`src/rtl/busErrPkg.sv`:
```
package busErrPkg;
  localparam int REG_W   = 32;
  localparam int DMD_BIT = 8;
  localparam int VLD_BIT = 12;
  localparam int EXT_BIT = 13;
  localparam int TC_LSB  = 16;
  localparam int TT_LSB  = 20;

  typedef struct packed {
    logic cntLoad;
    logic cntInc;
    logic dmdLoad;
    logic capLoad;
    logic capClear;
  } strobeT;
endpackage

```
`src/rtl/busErrCtrl.sv`:
```
module busErrCtrl
  import busErrPkg::*;
(
  input  logic   wrEn,
  input  logic   beCnt,
  input  logic   beCtl,
  input  logic   clrReq,
  input  logic   dmd,
  input  logic   cntSat,
  input  logic   capValid,
  input  logic   sglEccErr,
  input  logic   dblEccErr,
  input  logic   parityErr,
  input  logic   extTea,
  output strobeT stb,
  output logic   teaOut
);
  logic dataEn;
  logic sglHit;
  logic escalate;
  logic anyErr;

  always_comb begin
    dataEn       = !dmd;
    sglHit       = dataEn && sglEccErr;
    escalate     = sglHit && cntSat;
    teaOut       = escalate || (dataEn && (dblEccErr || parityErr));
    anyErr       = teaOut || extTea;
    stb.cntLoad  = wrEn && beCnt;
    stb.cntInc   = sglHit && !cntSat && !stb.cntLoad;
    stb.dmdLoad  = wrEn && beCtl;
    stb.capClear = wrEn && beCtl && clrReq;
    stb.capLoad  = anyErr && !capValid && !stb.capClear;
  end
endmodule

```
`src/rtl/busErrDpath.sv`:
```
module busErrDpath
  import busErrPkg::*;
#(
  parameter int CNT_W = 8,
  parameter int TT_W  = 5,
  parameter int TC_W  = 3
) (
  input  logic             clk,
  input  logic             rstN,
  input  strobeT           stb,
  input  logic [CNT_W-1:0] cntWrVal,
  input  logic             dmdWrVal,
  input  logic             extTea,
  input  logic [TT_W-1:0]  xferType,
  input  logic [TC_W-1:0]  xferCode,
  output logic             dmd,
  output logic             cntSat,
  output logic             capValid,
  output logic [REG_W-1:0] rdData
);
  localparam logic [CNT_W-1:0] CNT_MAX = {CNT_W{1'b1}};

  logic [CNT_W-1:0] cnt;
  logic             extFlag;
  logic [TT_W-1:0]  capType;
  logic [TC_W-1:0]  capCode;

  always_ff @(posedge clk or negedge rstN) begin
    if (!rstN) begin
      cnt <= '0;
    end else if (stb.cntLoad) begin
      cnt <= cntWrVal;
    end else if (stb.cntInc) begin
      cnt <= cnt + 1'b1;
    end
  end

  always_ff @(posedge clk or negedge rstN) begin
    if (!rstN) begin
      dmd <= 1'b0;
    end else if (stb.dmdLoad) begin
      dmd <= dmdWrVal;
    end
  end

  always_ff @(posedge clk or negedge rstN) begin
    if (!rstN) begin
      capValid <= 1'b0;
      extFlag  <= 1'b0;
      capType  <= '0;
      capCode  <= '0;
    end else if (stb.capClear) begin
      capValid <= 1'b0;
      extFlag  <= 1'b0;
    end else if (stb.capLoad) begin
      capValid <= 1'b1;
      extFlag  <= extTea;
      capType  <= xferType;
      capCode  <= xferCode;
    end
  end

  always_comb begin
    cntSat                   = (cnt == CNT_MAX);
    rdData                   = '0;
    rdData[CNT_W-1:0]        = cnt;
    rdData[DMD_BIT]          = dmd;
    rdData[VLD_BIT]          = capValid;
    rdData[EXT_BIT]          = extFlag;
    rdData[TC_LSB +: TC_W]   = capCode;
    rdData[TT_LSB +: TT_W]   = capType;
  end
endmodule

```
`src/rtl/busErrTrap.sv`:
```
module busErrTrap
  import busErrPkg::*;
#(
  parameter int CNT_W = 8,
  parameter int TT_W  = 5,
  parameter int TC_W  = 3
) (
  input  logic             clk,
  input  logic             rstN,
  input  logic             wrEn,
  input  logic [3:0]       wrBe,
  input  logic [REG_W-1:0] wrData,
  output logic [REG_W-1:0] rdData,
  input  logic             sglEccErr,
  input  logic             dblEccErr,
  input  logic             parityErr,
  input  logic             extTea,
  input  logic [TT_W-1:0]  xferType,
  input  logic [TC_W-1:0]  xferCode,
  output logic             teaOut
);
  strobeT stb;
  logic   dmd;
  logic   cntSat;
  logic   capValid;

  busErrCtrl ctrl_i (
    .wrEn      (wrEn),
    .beCnt     (wrBe[0]),
    .beCtl     (wrBe[1]),
    .clrReq    (wrData[VLD_BIT]),
    .dmd       (dmd),
    .cntSat    (cntSat),
    .capValid  (capValid),
    .sglEccErr (sglEccErr),
    .dblEccErr (dblEccErr),
    .parityErr (parityErr),
    .extTea    (extTea),
    .stb       (stb),
    .teaOut    (teaOut)
  );

  busErrDpath #(.CNT_W(CNT_W), .TT_W(TT_W), .TC_W(TC_W)) dpath_i (
    .clk      (clk),
    .rstN     (rstN),
    .stb      (stb),
    .cntWrVal (wrData[CNT_W-1:0]),
    .dmdWrVal (wrData[DMD_BIT]),
    .extTea   (extTea),
    .xferType (xferType),
    .xferCode (xferCode),
    .dmd      (dmd),
    .cntSat   (cntSat),
    .capValid (capValid),
    .rdData   (rdData)
  );
endmodule

```
`config.mk`:
```
export PLATFORM = sky130hd
export DESIGN_NAME = busErrTrap
export DESIGN_NICKNAME = d
export VERILOG_FILES = /design/src/rtl/busErrPkg.sv /design/src/rtl/busErrCtrl.sv /design/src/rtl/busErrDpath.sv /design/src/rtl/busErrTrap.sv
export SDC_FILE = /design/constraint.sdc
export NUM_CORES = 1
export LEC_CHECK = 0
export BUFFER_PORTS_ARGS = -buffer_cell sky130_fd_sc_hd__buf_2
export CELL_PAD_IN_SITES_DETAIL_PLACEMENT = 1
export CELL_PAD_IN_SITES_GLOBAL_PLACEMENT = 1
export CORE_AREA = 10 10 78 80
export DETAILED_ROUTE_END_ITERATION = 7
export DIE_AREA = 0 0 88 90
export PLACE_DENSITY = 0.81
export RECOVER_POWER = 25
export SETUP_SLACK_MARGIN = 0.5
export SYNTH_ARGS = -nofsm -noshare
export SYNTH_HDL_FRONTEND = slang
export SYNTH_SLANG_ARGS = --single-unit
```
`constraint.sdc`:
```
create_clock -name clk -period 2 [get_ports clk]
set_clock_uncertainty 0.1 [all_clocks]
set_input_delay 0.2 -clock clk [delete_from_list [all_inputs] [get_ports clk]]
set_output_delay 0.2 -clock clk [all_outputs]
set_load 0.05 [all_outputs]
```
# After elaboration in Yosys (flattened, before gate mapping)
# Index checks and enable logic that the tools add are counted.
totals:
  regBits: 19
  latchBits: 0
  mem_bits_rw: 0
  mem_bits_ro: 0
  in_bits: 51
  output_inout_bits: 33
  elab_cells: 36
  n_memories: 0
op_classes:
  add_sub_neg: 1
  multipliers: 0
  div_mod_pow: 0
  magnitude_cmp: 0
  n_eq_ne: 1
  shift: 0
  n_mux: 6
  bitwise_logic: 1
  n_reduce_logical: 21
ops:
  columns: ["op", "n"]
  rows:
  - ["8-bit two-way mux", 2]
  - ["1-bit logical AND", 10]
  - ["8-bit by 1-bit adder with 8-bit output (second input constant)", 1]
  - ["8-bit == test (second input constant)", 1]
  - ["1-bit logical NOT", 5]
  - ["1-bit two-way mux", 4]
  - ["2-bit nonzero test", 2]
  - ["1-bit logical OR", 3]
  - ["2-bit AND reduction", 1]
  - ["1-bit inverter", 1]

# Logic depth before layout (Yosys ltp)
logic_depth:
  word_depth: 9
  depth_mapped: 7
  ltp_nobuf: 6

# Modules after synthesis
# A second synthesis with hierarchy kept.
unflattened:
  cells_unflattened: 103
  hier_area_um2: 1052.3
modules_own_cells:
  columns: ["module", "instances", "cells_per_inst", "area_per_inst_um2", "seq_area_each_um2"]
  rows:
  - ["busErrDpath", 1, 94, 988.4, 475.5]
  - ["busErrCtrl", 1, 9, 63.8, 0.0]

# Worst setup path after synthesis
# OpenSTA, ideal clock, no wires.
synth_timing:
  path_type: "register -> register"
  from: "register dpath_i.cnt[0]"
  to: "register dpath_i.capCode[0]"
  setup_ps: 125
  arrival_time_ps: 2221
  required_time_ps: 1775
  path_slack_ps: -446
  stages_incl_launch_ff: 8
  path_buffers: 1
  period_less_slack_ps: 2446
  path_cell_list: "dfrtp_1 ha_1 nand3_1 o32a_2 inv_2 o21a_1 buf_6 mux2_2"
synth_via:
  elab_chain_cells: 7
synth_rtl:
  columns: ["item", "line", "rtl"]
  rows:
  - ["start: declaration", "busErrDpath.sv:23", "logic [CNT_W-1:0] cnt;"]
  - ["start signal: assignment", "busErrDpath.sv:32", "cnt <= cntWrVal;"]
  - ["start signal: assignment", "busErrDpath.sv:34", "cnt <= cnt + 1'b1;"]
  - ["8-bit == test", "busErrDpath.sv:64", "cntSat = (cnt == CNT_MAX);"]
  - ["1-bit logical AND", "busErrCtrl.sv:26", "escalate = sglHit && cntSat;"]
  - ["1-bit logical OR", "busErrCtrl.sv:27", "teaOut = escalate || (dataEn && (dblEccErr || parityErr));"]
  - ["named net teaOut", "busErrTrap.sv:20", "output logic teaOut"]
  - ["1-bit logical OR", "busErrCtrl.sv:28", "anyErr = teaOut || extTea;"]
  - ["1-bit logical AND (2 in a row)", "busErrCtrl.sv:33", "stb.capLoad = anyErr && !capValid && !stb.capClear;"]
  - ["2-bit AND reduction (no line)", null, null]
  - ["end signal: assignment", "busErrDpath.sv:59", "capCode <= xferCode;"]
  - ["end: declaration", "busErrDpath.sv:26", "logic [TC_W-1:0] capCode;"]
# The timed path passes the listed nets, and every way through them passes these cells.
# A chain may end at the register's enable or synchronous reset.

# Worst setup path after layout
layout_timing:
  from: "register dpath_i.dmd"
  to: "register dpath_i.capCode[2]"
layout_via:
  elab_chain_cells: 8
  word_cells_on_any_way: 9
  classes_between: "9 x reduce/logical"
layout_rtl:
  columns: ["item", "line", "rtl"]
  rows:
  - ["start: declaration", "busErrDpath.sv:16", "output logic dmd,"]
  - ["start signal: assignment", "busErrDpath.sv:42", "dmd <= dmdWrVal;"]
  - ["1-bit logical NOT *", "busErrCtrl.sv:24", "dataEn = !dmd;"]
  - ["1-bit logical AND", "busErrCtrl.sv:25", "sglHit = dataEn && sglEccErr;"]
  - ["1-bit logical AND", "busErrCtrl.sv:26", null]
  - ["1-bit logical OR *", "busErrCtrl.sv:27", null]
  - ["1-bit logical OR *", "busErrCtrl.sv:28", null]
  - ["1-bit logical AND * (2 in a row)", "busErrCtrl.sv:33", null]
  - ["2-bit AND reduction (no line) *", null, null]
# Mark *: on every way between the ends. The rest lies on a longest branch, timed or not.

==> flow_summary.yaml <==
route:
  wl_mm: 3.42
  routedWlPerCell_um: 15.6
  drtIter0Drc: 15
  vias: 979
  viasPerCell: 4.47
  drcViolationCount: 0
  first_pass_iters: 4
  drt.antenna.violating_nets: 0
critical_path:
  crit_start: "dpath_i.dmd"
  setup.worst_path.end_class: "flip-flop"
  slowest_delay_ns: 0.39
  worstReg2RegStart: "dpath_i.dmd"
  rr_worst_depth: 6
  crit_chain: "or2b_4, o32a_4, inv_8, o21a_1, buf_12, mux2_4"
  crit_type: "reg2reg"
  worstPathMaxFanout: 8
  crit_arrival_ns: 1.93
  crit_slowest_cell: "o32a_4"
  cp_num_cells: 6
  path_delay_family: "compound AO/OA/AOI/OAI gates"
  critPathRequiredTime_ns: 2.05
  crit_path_start_kind: "flip-flop"
  critPathBufInv: 2
synth:
  synth_ff_type: "dfrtp_1"
  yosysSeqAreaShare_pct: 44.8
  ys_top_cells_by_area: "dfrtp_1, buf_4, mux2_2, nand2_1, nor2_1"
  synth_edf_count: 0
  syn_inst: 106
  synth-async-reset-ratio_pct: 100
  ys_types: 33
  yosysTopAreaCell: "dfrtp_1"
  synth.avg_cell_area_um2: 10.0
  netlist.area_leader.share_pct: 44.8
  ys_ff_latch: 19
  netlist_area_um2: 1060
  yosys_warnings: 0
clocking:
  cts_tree: "done"
  tritoncts.num_buffers: 3
  root_buffer: "clkbuf_8"
  cts_max_path_buffers: 2
  worstSkewPairLatency_ns: 0.26
  clkSlewWorstSetupHoldPaths_ns: 0.07
  htreeDepth: 1
  clock-sinks: 19
final_layout:
  area_growth_pct: 48.2
  mostFrequentLayoutCell: "buf_2"
  final_cell_mix: "buf_2, conb_1, buf_4"
  drive_above_1_share_pct: 55.2
  nets: 218
  nFillCells: 550
  n_antenna_cell: 0
power:
  p_clk_share_pct: 15.6
  p_int_uw: 926
  pwr-share-seq_pct: 32.6
  leakage_nw: 0.750
  sw_frac_of_total_pct: 47.1
  peakVddDrop_uv: 368
  power.density_nw_per_um2: 1110
  switchingPower_uw: 826
  combPwrFrac_pct: 51.8
  total_power_mw: 1.75
timing:
  setup_viol: 0
  slew_violations: 0
  layout_worst_path_cycle_share_pct: 94.3
  rsz0062_at_grt: "yes"
  max_freq_mhz: 530
  relSlewSlack_pct: 27.2
  tightestPinTransition_ns: 1.09
  hold_ws_ns: 0.0395
  fin_crit_ns: 1.89
  hold_violations: 0
grt:
  grt_pass1_wl_mm: 5.08
  grt_use_total_pct: 7.89
  antenna_found_initial: 0
  grt_max_degree: 20
  grt_overflow: 0
  grt_pass1_vias: 1042
hold_path:
  worstHoldPathCells: 3
  min_from: "wrData[5]"
  min_path_type: "in2reg"
floorplanning:
  die_area_um2: 7920
  coreArea_um2: 4600
  start_util_pct: 23.1
  die_height_um: 90
  io_pins: 84
  std_cell_rows: 25
  die_w_um: 88
placed_design:
  port_buffers: 46
  gp_congestion: 0.773
  post-dp-hpwl_mm: 2.66
flow_run:
  cap_violations: 0
outcome:
  run_status: "finished clean"
## logic make-up (layout without fill, tap and decap cells)
| group | count (synthesis) | in the layout | synth area share (%) |
|---|---|---|---|
| and+or+nand+nor | 36 | 36 | 17.3 |
| buffers and inverters | 20 | 67 | 13.4 |
| DFF | 19 | 19 | 44.8 |
| AOI/OAI and AO/OA | 18 | 18 | 11.6 |
| muxes | 10 | 10 | 10.5 |
| adders and majority gates | 1 | 1 | 1.18 |
| other | 1 | 13 | 0.353 |
| xor gates and xnor gates | 1 | 1 | 0.826 |
## what timing repair did
| item | 4_1_cts | 5_1_grt |
|---|---|---|
| hold buffers | 1 | 0 |
| resized for setup | 13 | 4 |
| hold endpoints to repair | 19 | 0 |
| pin swaps | 3 | 5 |
| endpoints found under the setup margin | 15 | 16 |
| cloned | 0 | 0 |
| buffers inserted | 3 | 6 |
## Yosys cell counts (2+ instances only)
| master | number |
|---|---|
| a211oi_1 | 2 |
| a21oi_1 | 6 |
| and3_1 | 3 |
| buf_4 | 16 |
| dfrtp_1 | 19 |
| mux2_2 | 9 |
| nand2_1 | 10 |
| nand3_1 | 4 |
| nand4_1 | 2 |
| nor2_1 | 9 |
| o21ai_0 | 2 |
| o31ai_1 | 3 |
## per-layer routing
layer / track usage (%) / routed length (µm)
met5: 0 / 0
met4: 1.20 / 10
met3: 4.33 / 332
met2: 12.7 / 1580
met1: 9.01 / 1500
## registers in the layout, summed over array words and instances (netlist names)
signal	count
dpath_i.dmd	1
dpath_i.extFlag	1
dpath_i.cnt	8
dpath_i.capType	5
dpath_i.capValid	1
dpath_i.capCode	3
## cell type report
cell class                      instances  area [µm²]  area share, %
Timing Repair Buffer                   61         367           23.3
Clock buffer                            3        41.3           2.63
Clock inverter                          1        5.00          0.318
Tap cell                               54        67.6           4.30
Multi-Input combinational cell         79         592           37.6
Inverter                                2        15.0          0.955
Sequential cell                        19         485           30.9
## worst paths after layout
path,endpoint,slack (ns)
worst max-delay path,dpath_i.capCode[2],0.11
worst min-delay path,dpath_i.cnt[5],0.04
worst max register to register,dpath_i.capCode[2],0.11
worst min register to register,dpath_i.capCode[1],0.42
max in group asynchronous,dpath_i.cnt[5],0.51
min in group asynchronous,dpath_i.capType[3],0.56
## power groups by stage
stage | clock (mW) | combinational (mW) | sequential (mW)
after floorplan | 0 | 0.311 | 0.887
after CTS | 0.294 | 0.881 | 0.570
final | 0.274 | 0.907 | 0.571
after detailed placement | 0 | 0.808 | 0.580
after global routing | 0.313 | 0.964 | 0.582
after global placement | 0 | 0.790 | 0.573
## metrics by stage
| stage | std cells | setup slack [ns] | util (%) | instance area, µm² | setup TNS (ns) |
|---|---|---|---|---|---|
| after floorplan | 118 | -0.0590 | - | 1170 | -0.472 |
| after global routing | 219 | 0.0892 | 34.2 | 1570 | 0 |
| after detailed placement | 205 | 0.0487 | 30.2 | 1390 | 0 |
| after CTS | 213 | 0.106 | 32.9 | 1510 | 0 |
| final | 219 | 0.115 | 34.2 | 1570 | 0 |
| after global placement | 205 | 0.0635 | 30.2 | 1390 | 0 |
## worst reg2reg max path: cells and delay by family (launching register included)
kind	cells	cell delay (ns)
AOI/OAI and AO/OA	2	0.53
DFF	1	0.38
muxes	1	0.31
and+or+nand+nor	1	0.25
buffers and inverters	2	0.20
Power figures use the tool's default switching activity.
